`config.mk`:
```
export PLATFORM = sky130hd
export DESIGN_NAME = cfg_window_xlate
export DESIGN_NICKNAME = d
export VERILOG_FILES = /design/src/rtl/cfgx_pkg.sv /design/src/rtl/cfgx_window_decode.sv /design/src/rtl/cfgx_dev_search.sv /design/src/rtl/cfgx_seq.sv /design/src/rtl/cfg_window_xlate.sv
export SDC_FILE = /design/constraint.sdc
export NUM_CORES = 1
export LEC_CHECK = 0
export ABC_AREA = 0
export BUFFER_PORTS_ARGS = -buffer_cell sky130_fd_sc_hd__buf_2
export CAP_MARGIN = 5
export CORE_MARGIN = 4
export CORE_UTILIZATION = 30
export CTS_CLUSTER_DIAMETER = 120
export DETAILED_ROUTE_END_ITERATION = 8
export HOLD_SLACK_MARGIN = 0.02
export SETUP_SLACK_MARGIN = 0.02
export SLEW_MARGIN = 20
export SYNTH_ARGS = -nofsm -noshare
export SYNTH_HDL_FRONTEND = slang
export SYNTH_SLANG_ARGS = --single-unit
```
`constraint.sdc`:
```
create_clock -name clk -period 2.5 [get_ports clk]
set_clock_uncertainty 0.05 [all_clocks]
set_input_delay 0.125 -clock clk [delete_from_list [all_inputs] [get_ports clk]]
set_output_delay 0.125 -clock clk [all_outputs]
set_load 0.005 [all_outputs]
```
`src/rtl/cfgx_pkg.sv`:
```
package cfgx_pkg;

  // Classification of one CPU access
  typedef enum logic [1:0] {
    K_CFG     = 2'd0,  // direct configuration window
    K_IACK_RD = 2'd1,  // byte read of interrupt-acknowledge location
    K_IGNORE  = 2'd2,  // write to interrupt-acknowledge location
    K_MISS    = 2'd3   // not claimed
  } acc_kind_e;

  typedef enum logic [1:0] {
    S_IDLE = 2'd0,
    S_REQ  = 2'd1,
    S_RSP  = 2'd2,
    S_DONE = 2'd3
  } seq_state_e;

  localparam logic [1:0] SIZE_BYTE = 2'd0;

  // Builds the translated address from device number and low bits
  function automatic logic [31:0] pack_xaddr(input int unsigned dev,
                                             input logic [31:0] low,
                                             input int unsigned low_w);
    return (32'(dev) << low_w) | (low & ((32'd1 << low_w) - 32'd1));
  endfunction

endpackage

```
`src/rtl/cfgx_window_decode.sv`:
```
module cfgx_window_decode
  import cfgx_pkg::*;
#(
  parameter int unsigned       ADDR_W    = 32,
  parameter int unsigned       CFG_LOG2  = 22,
  parameter logic [ADDR_W-1:0] CFG_BASE  = 32'h8080_0000,
  parameter logic [ADDR_W-1:0] IACK_ADDR = 32'hBFFF_FFF0
) (
  input  logic [ADDR_W-1:0] addr,
  input  logic              write,
  input  logic [1:0]        size,
  output acc_kind_e         kind
);

  logic in_cfg;
  logic hit_iack;

  assign in_cfg   = (addr[ADDR_W-1:CFG_LOG2] == CFG_BASE[ADDR_W-1:CFG_LOG2]);
  assign hit_iack = (addr == IACK_ADDR);

  always_comb begin
    if (in_cfg) begin
      kind = K_CFG;
    end else if (hit_iack) begin
      if (write)                  kind = K_IGNORE;
      else if (size == SIZE_BYTE) kind = K_IACK_RD;
      else                        kind = K_MISS;
    end else begin
      kind = K_MISS;
    end
  end

endmodule

```
`src/rtl/cfgx_dev_search.sv`:
```
module cfgx_dev_search
  import cfgx_pkg::*;
#(
  parameter int unsigned SEL_LO = 11,
  parameter int unsigned SEL_N  = 11,
  parameter int unsigned DEV_W  = 4
) (
  input  logic [SEL_LO+SEL_N-1:0] low_addr,
  output logic [DEV_W+SEL_LO-1:0] xaddr
);

  localparam int unsigned XADDR_W = DEV_W + SEL_LO;

  logic [SEL_N-1:0] sel;
  logic [SEL_N-1:0] win;   // one-hot: lowest set select bit
  logic [DEV_W-1:0] dev;

  assign sel = low_addr[SEL_LO+SEL_N-1:SEL_LO];

  for (genvar i = 0; i < SEL_N; i++) begin : g_prio
    if (i == 0) begin : g_first
      assign win[i] = sel[i];
    end else begin : g_rest
      assign win[i] = sel[i] & ~(|sel[i-1:0]);
    end
  end

  always_comb begin
    dev = DEV_W'(SEL_N);
    for (int i = 0; i < SEL_N; i++) begin
      if (win[i]) dev = DEV_W'(i);
    end
  end

  assign xaddr = XADDR_W'(pack_xaddr(32'(dev), 32'(low_addr), SEL_LO));

endmodule

```
`src/rtl/cfgx_seq.sv`:
```
module cfgx_seq
  import cfgx_pkg::*;
#(
  parameter int unsigned DATA_W  = 32,
  parameter int unsigned XADDR_W = 15,
  parameter int unsigned IACK_W  = 8,
  localparam int unsigned STRB_W = DATA_W / 8
) (
  input  logic               clk,
  input  logic               rst_n,
  input  logic               cpu_valid,
  input  acc_kind_e          kind,
  input  logic [XADDR_W-1:0] xaddr,
  input  logic               cpu_write,
  input  logic [DATA_W-1:0]  cpu_wdata,
  input  logic [STRB_W-1:0]  cpu_strb,
  input  logic [IACK_W-1:0]  iack_vec,
  output logic               cpu_ready,
  output logic               cpu_rvalid,
  output logic [DATA_W-1:0]  cpu_rdata,
  output logic               cpu_miss,
  output logic               cfg_req_valid,
  input  logic               cfg_req_ready,
  output logic [XADDR_W-1:0] cfg_req_addr,
  output logic               cfg_req_write,
  output logic [DATA_W-1:0]  cfg_req_wdata,
  output logic [STRB_W-1:0]  cfg_req_strb,
  input  logic               cfg_rsp_valid,
  input  logic [DATA_W-1:0]  cfg_rsp_rdata,
  output logic               accept
);

  seq_state_e         state;
  acc_kind_e          kind_q;
  logic [XADDR_W-1:0] xaddr_q;
  logic               write_q;
  logic [DATA_W-1:0]  wdata_q;
  logic [STRB_W-1:0]  strb_q;
  logic [DATA_W-1:0]  rdata_q;
  logic               req_fire;
  logic               rsp_fire;

  assign accept   = (state == S_IDLE) && cpu_valid;
  assign req_fire = (state == S_REQ) && cfg_req_ready;
  assign rsp_fire = (state == S_RSP) && cfg_rsp_valid;

  always_ff @(posedge clk) begin
    if (!rst_n) begin
      state   <= S_IDLE;
      kind_q  <= K_MISS;
      xaddr_q <= '0;
      write_q <= 1'b0;
      wdata_q <= '0;
      strb_q  <= '0;
      rdata_q <= '0;
    end else begin
      unique case (state)
        S_IDLE: if (accept) begin
          kind_q  <= kind;
          xaddr_q <= xaddr;
          write_q <= cpu_write;
          wdata_q <= cpu_wdata;
          strb_q  <= cpu_strb;
          rdata_q <= (kind == K_IACK_RD) ? DATA_W'(iack_vec) : '0;
          state   <= (kind == K_CFG) ? S_REQ : S_DONE;
        end
        S_REQ: if (req_fire) begin
          state <= write_q ? S_DONE : S_RSP;
        end
        S_RSP: if (rsp_fire) begin
          rdata_q <= cfg_rsp_rdata;
          state   <= S_DONE;
        end
        S_DONE: state <= S_IDLE;
        default: state <= S_IDLE;
      endcase
    end
  end

  assign cfg_req_valid = (state == S_REQ);
  assign cfg_req_addr  = xaddr_q;
  assign cfg_req_write = write_q;
  assign cfg_req_wdata = wdata_q;
  assign cfg_req_strb  = strb_q;

  assign cpu_ready  = (state == S_DONE);
  assign cpu_rvalid = (state == S_DONE) &&
                      ((kind_q == K_IACK_RD) || ((kind_q == K_CFG) && !write_q));
  assign cpu_miss   = (state == S_DONE) && (kind_q == K_MISS);
  assign cpu_rdata  = rdata_q;

endmodule

```
`src/rtl/cfg_window_xlate.sv`:
```
module cfg_window_xlate
  import cfgx_pkg::*;
#(
  parameter int unsigned       ADDR_W    = 32,
  parameter int unsigned       DATA_W    = 32,
  parameter int unsigned       SEL_LO    = 11,
  parameter int unsigned       SEL_N     = 11,
  parameter int unsigned       IACK_W    = 8,
  parameter logic [ADDR_W-1:0] CFG_BASE  = 32'h8080_0000,
  parameter logic [ADDR_W-1:0] IACK_ADDR = 32'hBFFF_FFF0,
  localparam int unsigned CFG_LOG2 = SEL_LO + SEL_N,
  localparam int unsigned STRB_W   = DATA_W / 8,
  localparam int unsigned DEV_W    = $clog2(SEL_N + 1),
  localparam int unsigned XADDR_W  = DEV_W + SEL_LO
) (
  input  logic               clk,
  input  logic               rst_n,
  input  logic               cpu_valid,
  output logic               cpu_ready,
  input  logic [ADDR_W-1:0]  cpu_addr,
  input  logic               cpu_write,
  input  logic [1:0]         cpu_size,
  input  logic [DATA_W-1:0]  cpu_wdata,
  input  logic [STRB_W-1:0]  cpu_strb,
  output logic               cpu_rvalid,
  output logic [DATA_W-1:0]  cpu_rdata,
  output logic               cpu_miss,
  input  logic [IACK_W-1:0]  iack_vector,
  output logic               cfg_req_valid,
  input  logic               cfg_req_ready,
  output logic [XADDR_W-1:0] cfg_req_addr,
  output logic               cfg_req_write,
  output logic [DATA_W-1:0]  cfg_req_wdata,
  output logic [STRB_W-1:0]  cfg_req_strb,
  input  logic               cfg_rsp_valid,
  input  logic [DATA_W-1:0]  cfg_rsp_rdata
);

  acc_kind_e          kind;
  logic [XADDR_W-1:0] xaddr;
  logic               accept;

  cfgx_window_decode #(
    .ADDR_W(ADDR_W), .CFG_LOG2(CFG_LOG2),
    .CFG_BASE(CFG_BASE), .IACK_ADDR(IACK_ADDR)
  ) dec_i (
    .addr(cpu_addr), .write(cpu_write), .size(cpu_size), .kind(kind)
  );

  cfgx_dev_search #(
    .SEL_LO(SEL_LO), .SEL_N(SEL_N), .DEV_W(DEV_W)
  ) srch_i (
    .low_addr(cpu_addr[CFG_LOG2-1:0]), .xaddr(xaddr)
  );

  cfgx_seq #(
    .DATA_W(DATA_W), .XADDR_W(XADDR_W), .IACK_W(IACK_W)
  ) seq_i (
    .clk(clk), .rst_n(rst_n), .cpu_valid(cpu_valid), .kind(kind),
    .xaddr(xaddr), .cpu_write(cpu_write), .cpu_wdata(cpu_wdata),
    .cpu_strb(cpu_strb), .iack_vec(iack_vector),
    .cpu_ready(cpu_ready), .cpu_rvalid(cpu_rvalid), .cpu_rdata(cpu_rdata),
    .cpu_miss(cpu_miss), .cfg_req_valid(cfg_req_valid),
    .cfg_req_ready(cfg_req_ready), .cfg_req_addr(cfg_req_addr),
    .cfg_req_write(cfg_req_write), .cfg_req_wdata(cfg_req_wdata),
    .cfg_req_strb(cfg_req_strb), .cfg_rsp_valid(cfg_rsp_valid),
    .cfg_rsp_rdata(cfg_rsp_rdata), .accept(accept)
  );

endmodule

```
Word level (Yosys, flattened, before mapping)
Cells that the tools add are included.
{"block": "totals", "ff_bits": 88, "in_bits": 116, "out_inout_bits": 88, "elab_cells": 89}
{"block": "classes", "n_eq_ne": 11, "mux": 25, "n_bitwise": 21, "n_reduce_logical": 25}
{"operator": "$mux 32", "n": 2}
{"operator": "$pmux 32 s2", "n": 1}
{"operator": "$mux 4", "n": 11}
{"operator": "$eq 32x32->1 const B", "n": 1}
{"operator": "$mux 2", "n": 8}
{"operator": "$or 15x11->15", "n": 1}
{"operator": "$and 1x1->1", "n": 10}
{"operator": "$eq 10x10->1 const B", "n": 1}
{"operator": "$not 1->1", "n": 10}
{"operator": "$reduce_or 10->1", "n": 1}
{"operator": "$reduce_or 9->1", "n": 1}
{"operator": "$logic_not 2->1", "n": 4}
{"operator": "$mux 8", "n": 1}
{"operator": "$pmux 2 s4", "n": 1}
{"operator": "$reduce_or 8->1", "n": 1}
{"operator": "$reduce_or 7->1", "n": 1}
{"operator": "$eq 2x1->1 const B", "n": 3}
{"operator": "$eq 2x2->1 const B", "n": 3}
{"operator": "$logic_and 1x1->1", "n": 6}
{"operator": "$reduce_and 3->1", "n": 2}
{"operator": "$reduce_or 6->1", "n": 1}
{"operator": "$reduce_or 5->1", "n": 1}
{"operator": "$ne 2x1->1 const B", "n": 2}
{"operator": "$reduce_or 4->1", "n": 1}
{"operator": "8 further kinds", "n": 8}

Logic depth before layout (Yosys ltp)
Gate-level depths: netlist of run 1.
{"block": "logic_depth", "depth_word": 13, "ltp_mapped": 9, "depth_no_buf": 6}

Hierarchy
Synthesis of run 1 repeated with hierarchy kept, for this count alone.
{"block": "unflattened", "hier_cells": 427, "hier_area_um2": 3575.9}
{"mod": "cfgx_seq", "instances": 1, "cells_per_inst": 380, "area_each_um2": 3269.4, "seq_area_each_um2": 1761.7}
{"mod": "cfgx_dev_search", "instances": 1, "cells_per_inst": 29, "area_each_um2": 183.9, "seq_area_each_um2": 0.0}
{"mod": "cfgx_window_decode", "instances": 1, "cells_per_inst": 18, "area_each_um2": 122.6, "seq_area_each_um2": 0.0}

Worst setup path before layout of run 1
OpenSTA, ideal clock, no wires.
{"block": "synth_timing", "path_kind": "register to register", "start": "register seq_i.state[0]", "end": "register seq_i.rdata_q[10] (netlist: seq_i.cpu_rdata[10])", "setup_ps": 128, "arrival_time_ps": 1758, "required_time_ps": 2322, "path_slack_ps": 565, "stages_incl_launch_ff": 10, "n_path_buf": 3, "synth_period_minus_slack_ps": 1935, "path_cell_list": "dfxtp_1 -> inv_1 -> ha_1 -> nor2b_1 -> buf_2 -> or3_1 -> clkbuf_1 -> clkbuf_1 -> a22oi_1 -> nor2_1"}
{"block": "synth_via", "elab_chain_len": 4, "word_cells_on_any_way": 9, "classes_between": "eq/ne (3); mux (1); reduce/logical (5)"}
{"element": "start, declared", "line_no": "cfgx_seq.sv:33", "rtl": "seq_state_e state;"}
{"element": "start signal, assigned", "line_no": "cfgx_seq.sv:65", "rtl": "state <= (kind == K_CFG) ? S_REQ : S_DONE;"}
{"element": "start signal, assigned", "line_no": "cfgx_seq.sv:68", "rtl": "state <= write_q ? S_DONE : S_RSP;"}
{"element": "$eq 2x2->1 or $logic_not 2->1 (tied branches)", "line_no": "cfgx_seq.sv:45, cfgx_seq.sv:57, cfgx_seq.sv:43"}
{"element": "$logic_and 1x1->1, on equally long branches", "line_no": "cfgx_seq.sv:45, cfgx_seq.sv:43"}
{"element": "$ne 2x1->1 (no source line) or $ne 2x2->1 (tied branches)"}
{"element": "$reduce_and 3->1 (no source line)"}
{"element": "end signal, assigned", "line_no": "cfgx_seq.sv:64", "rtl": "rdata_q <= (kind == K_IACK_RD) ? DATA_W'(iack_vec) : '0;"}
{"element": "end signal, assigned", "line_no": "cfgx_seq.sv:71", "rtl": "rdata_q <= cfg_rsp_rdata;"}
{"element": "end, declared", "line_no": "cfgx_seq.sv:39", "rtl": "logic [DATA_W-1:0] rdata_q;"}
Several ways; a longest one is shown, not always the timed one.
A chain may end at the register's enable or synchronous reset.

Worst setup path after layout of run 1
{"block": "layout_timing", "start": "register seq_i.state[0]", "end": "register seq_i.rdata_q[7] (netlist: seq_i.cpu_rdata[7])"}
The elaborated chain is that of the path after synthesis.

==> results.md, run 1 <==
* Initial antenna violation count at 0
* DR DRC count at 0
* Clock transition at path regs at roughly 0.070 ns
* Via count at between 3,000 and 4,000
* WL final at between 10,000 and 15,000 um
* Placed Area at 4600 um^2
* # port buffers at 203
* H-tree levels at 3
* Worst Min Path Start: cpu_addr[11]
* Avg Cell Area, Syn at between 8 and 9 um^2
* Startpoint Class: register
* Fill cells at around 1,100
* Die Area at between 10,000 and 15,000 um^2
* Status: finished, final reports clean
* Gr busiest metal: met2
* Min-delay worst type: input port to register
* Vias in the first global route at ~4,100
* MaxCap Viol Count at 0
* Post-Place Cells at between 700 and 800
* RSZ-0062 raised after global routing: false
* Least-Margin Pin Slew at ~0.85 ns
* CTS sink cnt at approximately 90
* Largest net degree at the start of global routing at 80
* Yosys reg bits at 88
* Pins Over Slew Limit at 0
* Delay-heaviest family, CP: simple AND/OR/NAND/NOR gates
* Fin area at 5730 um^2
* Synth Net Count at ~540
* WS Path Type: register to register
* Final Non-Filler Cells at between 800 and 900
* Post-route ant nets at 0
* Final setup vio count at 0
* Global-route wire length before repair at 19,900 um
* Drt first-iter violations at 280
* R2r worst-path depth at 7
* TritonCTS buffer count at 9
* Gpl congestion at 0.834
* CP startpoint: seq_i.state[0]$_SDFFE_PN0P_
* Initial Utilization at 0.305
* Layout cells sized above 1 at 0.350
* Fmax at 0.454 GHz
* Post-DP HPWL at 8160 um
* Ant. Diodes at 0
* Resized cells post-CTS at 0
* Post-DR vias/cell at between 4 and 5
* Register area share after synthesis at 0.507
* WP buf/inv at 2
* # IOs at 204
* CTS Buffer Depth at 2
* Wirelength per Cell at between 15 and 20 um
* Global Route met1 Usage at 0.211
* R2r endpoint: seq_i.cpu_rdata[7]$_SDFFE_PN0P_
* Critical Path End Type: register
* Total GRT Usage at 0.188
* Power per cell area at ~800 nW/um^2
* Hold Slack at about 0.07 ns
* Mapped Cells at roughly 420
* Worst-path fanout max at 32
* Die span in y at between 100 and 150 um
* Total gr overflow at 0
* Mapped Area at between 3000 and 4000 um^2
* Worst rel slew slack at 0.435
* Cell Rows at 39
* Syn. warnings at 0
* Final Cycle Share at 0.881
* Core area at between 10,000 and 15,000 um^2
* Max incr delay on CP at between 0.5 and 0.6 ns
* RR Startpoint: seq_i.state[0]$_SDFFE_PN0P_
* Final hold vios at 0
* Met3 Use GR at 0.0695
* Layout area overhead at 64.9%
* R2R Setup Slk at just under 0.3 ns
* Hold depth at 4
* Die W at between 100 and 150 um
* Peak VDD IR at roughly 0.76 mV
* Nets at slightly above 800
* Pwr Total at between 4 and 5 mW
* Pleak at approximately 2.7 nW
* Clock root buffer master: clkbuf_16
* Hold worst-path end: seq_i.cfg_req_addr[11]$_SDFFE_PN0P_
* Critical path's slowest cell: nor2b_1
* Setup TNS at 0 ns
* Met2 usage at 0.328
* Crit path time final at between 2 and 2.5 ns
* Crit-path cells: inv_1 -> ha_1 -> nor2b_1 -> or3_1 -> buf_4 -> o21ai_0 -> a22o_1
* DR pass1 iterations at 4
* Critical path required time at approximately 2.7 ns
* CTS tree: yes
* Unique masters post-synth at 42
* CP arrival at between 2 and 2.5 ns
* Clk_lat worst skew at 0.34 ns
[stage by stage]
stage | setup slack (ns) | util
3_3_place_gp | 0.435 | 0.405
4_1_cts | 0.280 | 0.504
6_report | 0.298 | 0.504
2_1_floorplan | 0.565 | -
3_5_place_dp | 0.336 | 0.405
5_1_grt | 0.0976 | 0.504
[layout by cell type, fill, tap and decap left out, types with 2 or more instances in the layout]
cell type / count
buf_12: 2
a22o_2: 7
a221o_1: 2
dfxtp_1: 88
nand4_1: 7
clkbuf_16: 9
buf_4: 5
nor2_1: 31
a22oi_1: 24
a21oi_1: 54
nor3b_1: 3
dlygate4sd3_1: 80
nand3_1: 2
buf_2: 203
inv_1: 4
nor3_1: 4
o31ai_1: 9
o21ai_0: 11
and3_1: 2
nor2b_1: 5
bufinv_16: 2
clkinv_2: 2
nor4_1: 2
ha_1: 4
nand2_1: 106
[worst max path at each step]
| stage | depth (start not counted) | end |
|---|---|---|
| after floorplan | 9 | seq_i.cpu_rdata[10]$_SDFFE_PN0P_ |
| after global placement | 7 | seq_i.cpu_rdata[7]$_SDFFE_PN0P_ |
| after detailed placement | 7 | seq_i.cpu_rdata[7]$_SDFFE_PN0P_ |
| after CTS | 7 | seq_i.cpu_rdata[1]$_SDFFE_PN0P_ |
| after global routing | 7 | seq_i.cpu_rdata[7]$_SDFFE_PN0P_ |
| final | 7 | seq_i.cpu_rdata[7]$_SDFFE_PN0P_ |
[cell families (layout without fill, tap and decap cells)]
family | after synthesis | in the layout | synth area share
flip-flops | 88 | 88 | 0.507
AO/OA/AOI/OAI | 114 | 114 | 0.208
AND/OR/NAND/NOR | 174 | 174 | 0.224
buffers and inverters | 37 | 311 | 0.0468
adder cells (fa/ha/maj) | 4 | 4 | 0.0144
[Yosys cell counts, drive strengths merged]
| library cell | instances | area [um^2] |
|---|---|---|
| and4 | 2 | 18.8 |
| o21ai | 11 | 55.1 |
| a21oi | 54 | 270 |
| and2 | 1 | 6.26 |
| nand4 | 7 | 43.8 |
| a31oi | 1 | 6.26 |
| nor4b | 1 | 8.76 |
| a221o | 2 | 20.0 |
| clkbuf | 24 | 100 |
| o311ai | 1 | 8.76 |
| a22o | 8 | 78.8 |
| inv | 5 | 18.8 |
| and3b | 1 | 10.0 |
| or4b | 1 | 13.8 |
| nor2b | 5 | 31.3 |
| a22oi | 24 | 180 |
| nor3b | 3 | 22.5 |
| a211oi | 1 | 7.51 |
| or3 | 1 | 6.26 |
| nor4 | 3 | 33.8 |
| nand2 | 107 | 402 |
| or4 | 1 | 7.51 |
| nor2 | 32 | 123 |
| nand3 | 2 | 10.0 |
| a221oi | 1 | 8.76 |
| nor3 | 4 | 20.0 |
| and3 | 3 | 20.0 |
| dfxtp | 88 | 1760 |
| ha | 4 | 50.1 |
| o2111ai | 1 | 8.76 |
| o31ai | 9 | 67.6 |
| buf | 8 | 43.8 |
| o31a | 1 | 8.76 |
[worst register-to-register path, cell delays in order (launching register included)]
cell	delay (ns)
dfxtp_1	0.34
inv_1	0.13
ha_1	0.18
nor2b_1	0.51
or3_1	0.20
buf_4	0.30
o21ai_0	0.16
a22o_1	0.24
[registers in the layout (all words and copies together), names as in the netlist]
register and flops:
seq_i.cfg_req_write 1, seq_i.cfg_req_strb 4, seq_i.state 2, seq_i.cpu_rdata 32
seq_i.kind_q 2, seq_i.cfg_req_addr 15, seq_i.cfg_req_wdata 32
[where the power goes]
group          total (mW)  switching, mW  leakage [nW]  internal [mW]
registers            1.72          0.112         0.717           1.61
logic                1.40          0.813          1.79          0.591
clock network        1.46          0.580         0.156          0.877
[routing by layer]
layer  up-vias  wire [um]  part of all wire
li1       1980          -                 -
met1      1817       4870              0.39
met2       164       6200              0.49
met3        22       1210             0.096
met4         0        309             0.025
met5         -          0                 0
[area by class of cell]
type                    instances  area (um^2)  share of cell area
repair buffers                290         1890               0.331
inverters                       5         18.8             0.00328
multi-input cells             292         1550               0.271
flip-flops and latches         88         1760               0.308
well taps                     143          179              0.0313
clock buffers                   9          225              0.0393
clock inverters                 7         95.1              0.0166
[what timing repair did]
action                                 CTS  global route
setup buffers                            0             0
hold buffers                            80             0
endpoints found under the hold margin   80             0
Power figures use the tool's default switching activity.
==> inputs of run 2 (changes only) <==
--- a/config.mk
+++ b/config.mk
@@ -8,8 +8,10 @@
 export ABC_AREA = 0
 export BUFFER_PORTS_ARGS = -buffer_cell sky130_fd_sc_hd__buf_2
 export CAP_MARGIN = 5
+export CORE_ASPECT_RATIO = 0.5
 export CORE_MARGIN = 4
 export CORE_UTILIZATION = 30
+export CTS_BUF_LIST = sky130_fd_sc_hd__clkbuf_16
 export CTS_CLUSTER_DIAMETER = 120
 export DETAILED_ROUTE_END_ITERATION = 8
 export HOLD_SLACK_MARGIN = 0.02
==> run 2 against run 1 <==
Compared with the run above:
- combinational power hardly changed
- sequential power hardly changed
- design area is 0.94% lower
- wire length is 6.6% lower
- via count is 3.2% lower
- global-route usage is 2.1 points lower
- cell count stayed put
- non-clock buffer count is 2 lower
- critical path type unchanged
- largest power group unchanged
- highest routed layer unchanged
==> results.md, run 2 (synthesized netlist as in run 1, its figures left out) <==
* Status: finished, final reports clean
* Clock transition at path regs at ~0.07 ns
* R2r worst-path depth at 7
* Critical path required time at between 2 and 3 ns
* Cell Rows at 27
* Met2 usage at 0.301
* Via count at 3,856
* Crit-path cells: inv_1 -> ha_1 -> nor2b_1 -> or3_1 -> buf_4 -> o21ai_0 -> a22o_1
* Drt first-iter violations at 208
* # IOs at between 200 and 250
* Hold Slack at 0.0198 ns
* RSZ-0062 raised after global routing: false
* CTS tree: yes
* Min-delay worst type: input port to register
* Power per cell area at ~780 nW/um^2
* Largest net degree at the start of global routing at 80
* Post-DP HPWL at just under 8000 um
* Final hold vios at 0
* Post-DR vias/cell at around 4.6
* Least-Margin Pin Slew at between 0.8 and 0.9 ns
* Hold worst-path end: seq_i.cpu_rdata[8]$_SDFFE_PN0P_
* Peak VDD IR at approximately 0.42 mV
* WP buf/inv at 2
* Critical Path End Type: register
* Total GRT Usage at 0.167
* Vias in the first global route at between 3,000 and 4,000
* Post-route ant nets at 0
* Fill cells at approximately 1,000
* Die Area at ~13,000 um^2
* Startpoint Class: register
* Initial Utilization at 0.311
* DR DRC count at 0
* WS Path Type: register to register
* Final setup vio count at 0
* Setup TNS at 0 ns
* Pwr Total at around 4.4 mW
* Nets at 804
* Delay-heaviest family, CP: simple AND/OR/NAND/NOR gates
* Hold depth at 3
* CTS Buffer Depth at 2
* CTS sink cnt at 88
* Global Route met1 Usage at 0.193
* Global-route wire length before repair at roughly 19,000 um
* Critical path's slowest cell: nor2b_1
* Core area at around 11,000 um^2
* Wirelength per Cell at 14.1 um
* Initial antenna violation count at 0
* Ant. Diodes at 0
* H-tree levels at 3
* CP startpoint: seq_i.state[0]$_SDFFE_PN0P_
* WL final at ~12,000 um
* Pleak at approximately 2.6 nW
* Worst-path fanout max at 32
* Final Cycle Share at 0.892
* DR pass1 iterations at 4
* Post-Place Cells at 740
* Worst rel slew slack at 0.427
* TritonCTS buffer count at 9
* Crit path time final at ~2.2 ns
* Die span in y at 84.1 um
* CP arrival at approximately 2.4 ns
* Fmax at about 0.45 GHz
* Max incr delay on CP at roughly 0.54 ns
* Clk_lat worst skew at roughly 0.33 ns
* Worst Min Path Start: cfg_rsp_rdata[8]
* R2R Setup Slk at roughly 0.27 ns
* MaxCap Viol Count at 0
* Final Non-Filler Cells at roughly 830
* Layout area overhead at 63.4%
* Pins Over Slew Limit at 0
* Gr busiest metal: met2
* Die W at ~160 um
* R2r endpoint: seq_i.cpu_rdata[7]$_SDFFE_PN0P_
* # port buffers at ~200
* Met3 Use GR at 0.0380
* Clock root buffer master: clkbuf_16
* RR Startpoint: seq_i.state[0]$_SDFFE_PN0P_
* Layout cells sized above 1 at 0.351
* Commonest non-fill, non-tap cell in the layout: buf_2
* Total gr overflow at 0
* Setup Buffers After CTS at 0
* Commonest non-fill, non-tap cells in the layout: buf_2, nand2_1, dfxtp_1
* Gpl congestion at 0.821
-- run 2: per-stage QoR --
| stage | area [um^2] | util | worst slack [ns] |
|---|---|---|---|
| 2_1_floorplan | 3470 | - | 0.565 |
| 3_3_place_gp | 4590 | 0.412 | 0.389 |
| 3_5_place_dp | 4590 | 0.412 | 0.289 |
| 4_1_cts | 5670 | 0.509 | 0.294 |
| 5_1_grt | 5670 | 0.509 | 0.120 |
| 6_report | 5670 | 0.509 | 0.271 |
-- run 2: repair_timing --
action	CTS	global route
gates resized for setup	0	0
hold buffers	78	0
endpoints found under the hold margin	78	0
-- run 2: worst max path at each step --
stage                                             to  slack (ns)  cells past startpoint
finish               seq_i.cpu_rdata[7]$_SDFFE_PN0P_        0.27                      7
global route         seq_i.cpu_rdata[7]$_SDFFE_PN0P_        0.12                      7
CTS                  seq_i.cpu_rdata[7]$_SDFFE_PN0P_        0.29                      7
detailed placement   seq_i.cpu_rdata[7]$_SDFFE_PN0P_        0.29                      7
global placement     seq_i.cpu_rdata[7]$_SDFFE_PN0P_        0.39                      7
floorplan           seq_i.cpu_rdata[10]$_SDFFE_PN0P_        0.56                      9
-- run 2: where the power goes --
part           switching (mW)  internal [mW]
combinational           0.808          0.574
sequential              0.104           1.61
clock                   0.567          0.774
total                    1.48           2.96
-- run 2: cell type report --
type	instances	area (um^2)	share of cell area
Timing Repair Buffer	288	1860	0.328
Clock buffer	9	225	0.0397
Sequential cell	88	1760	0.311
Clock inverter	7	71.3	0.0126
Tap cell	145	181	0.0320
Multi-Input combinational cell	292	1550	0.274
Inverter	5	18.8	0.00331
-- run 2: worst min-delay path, stage by stage --
cell and delay [ns]:
buf_2 0.08, a22oi_1 0.06, nor2_1 0.10
-- run 2: layer usage --
layer	part of all wire	up-vias	routed length, um
met5	0	-	0
met4	0.021	0	251
met3	0.038	20	449
met2	0.52	95	6090
met1	0.42	1768	4960
li1	-	1973	-
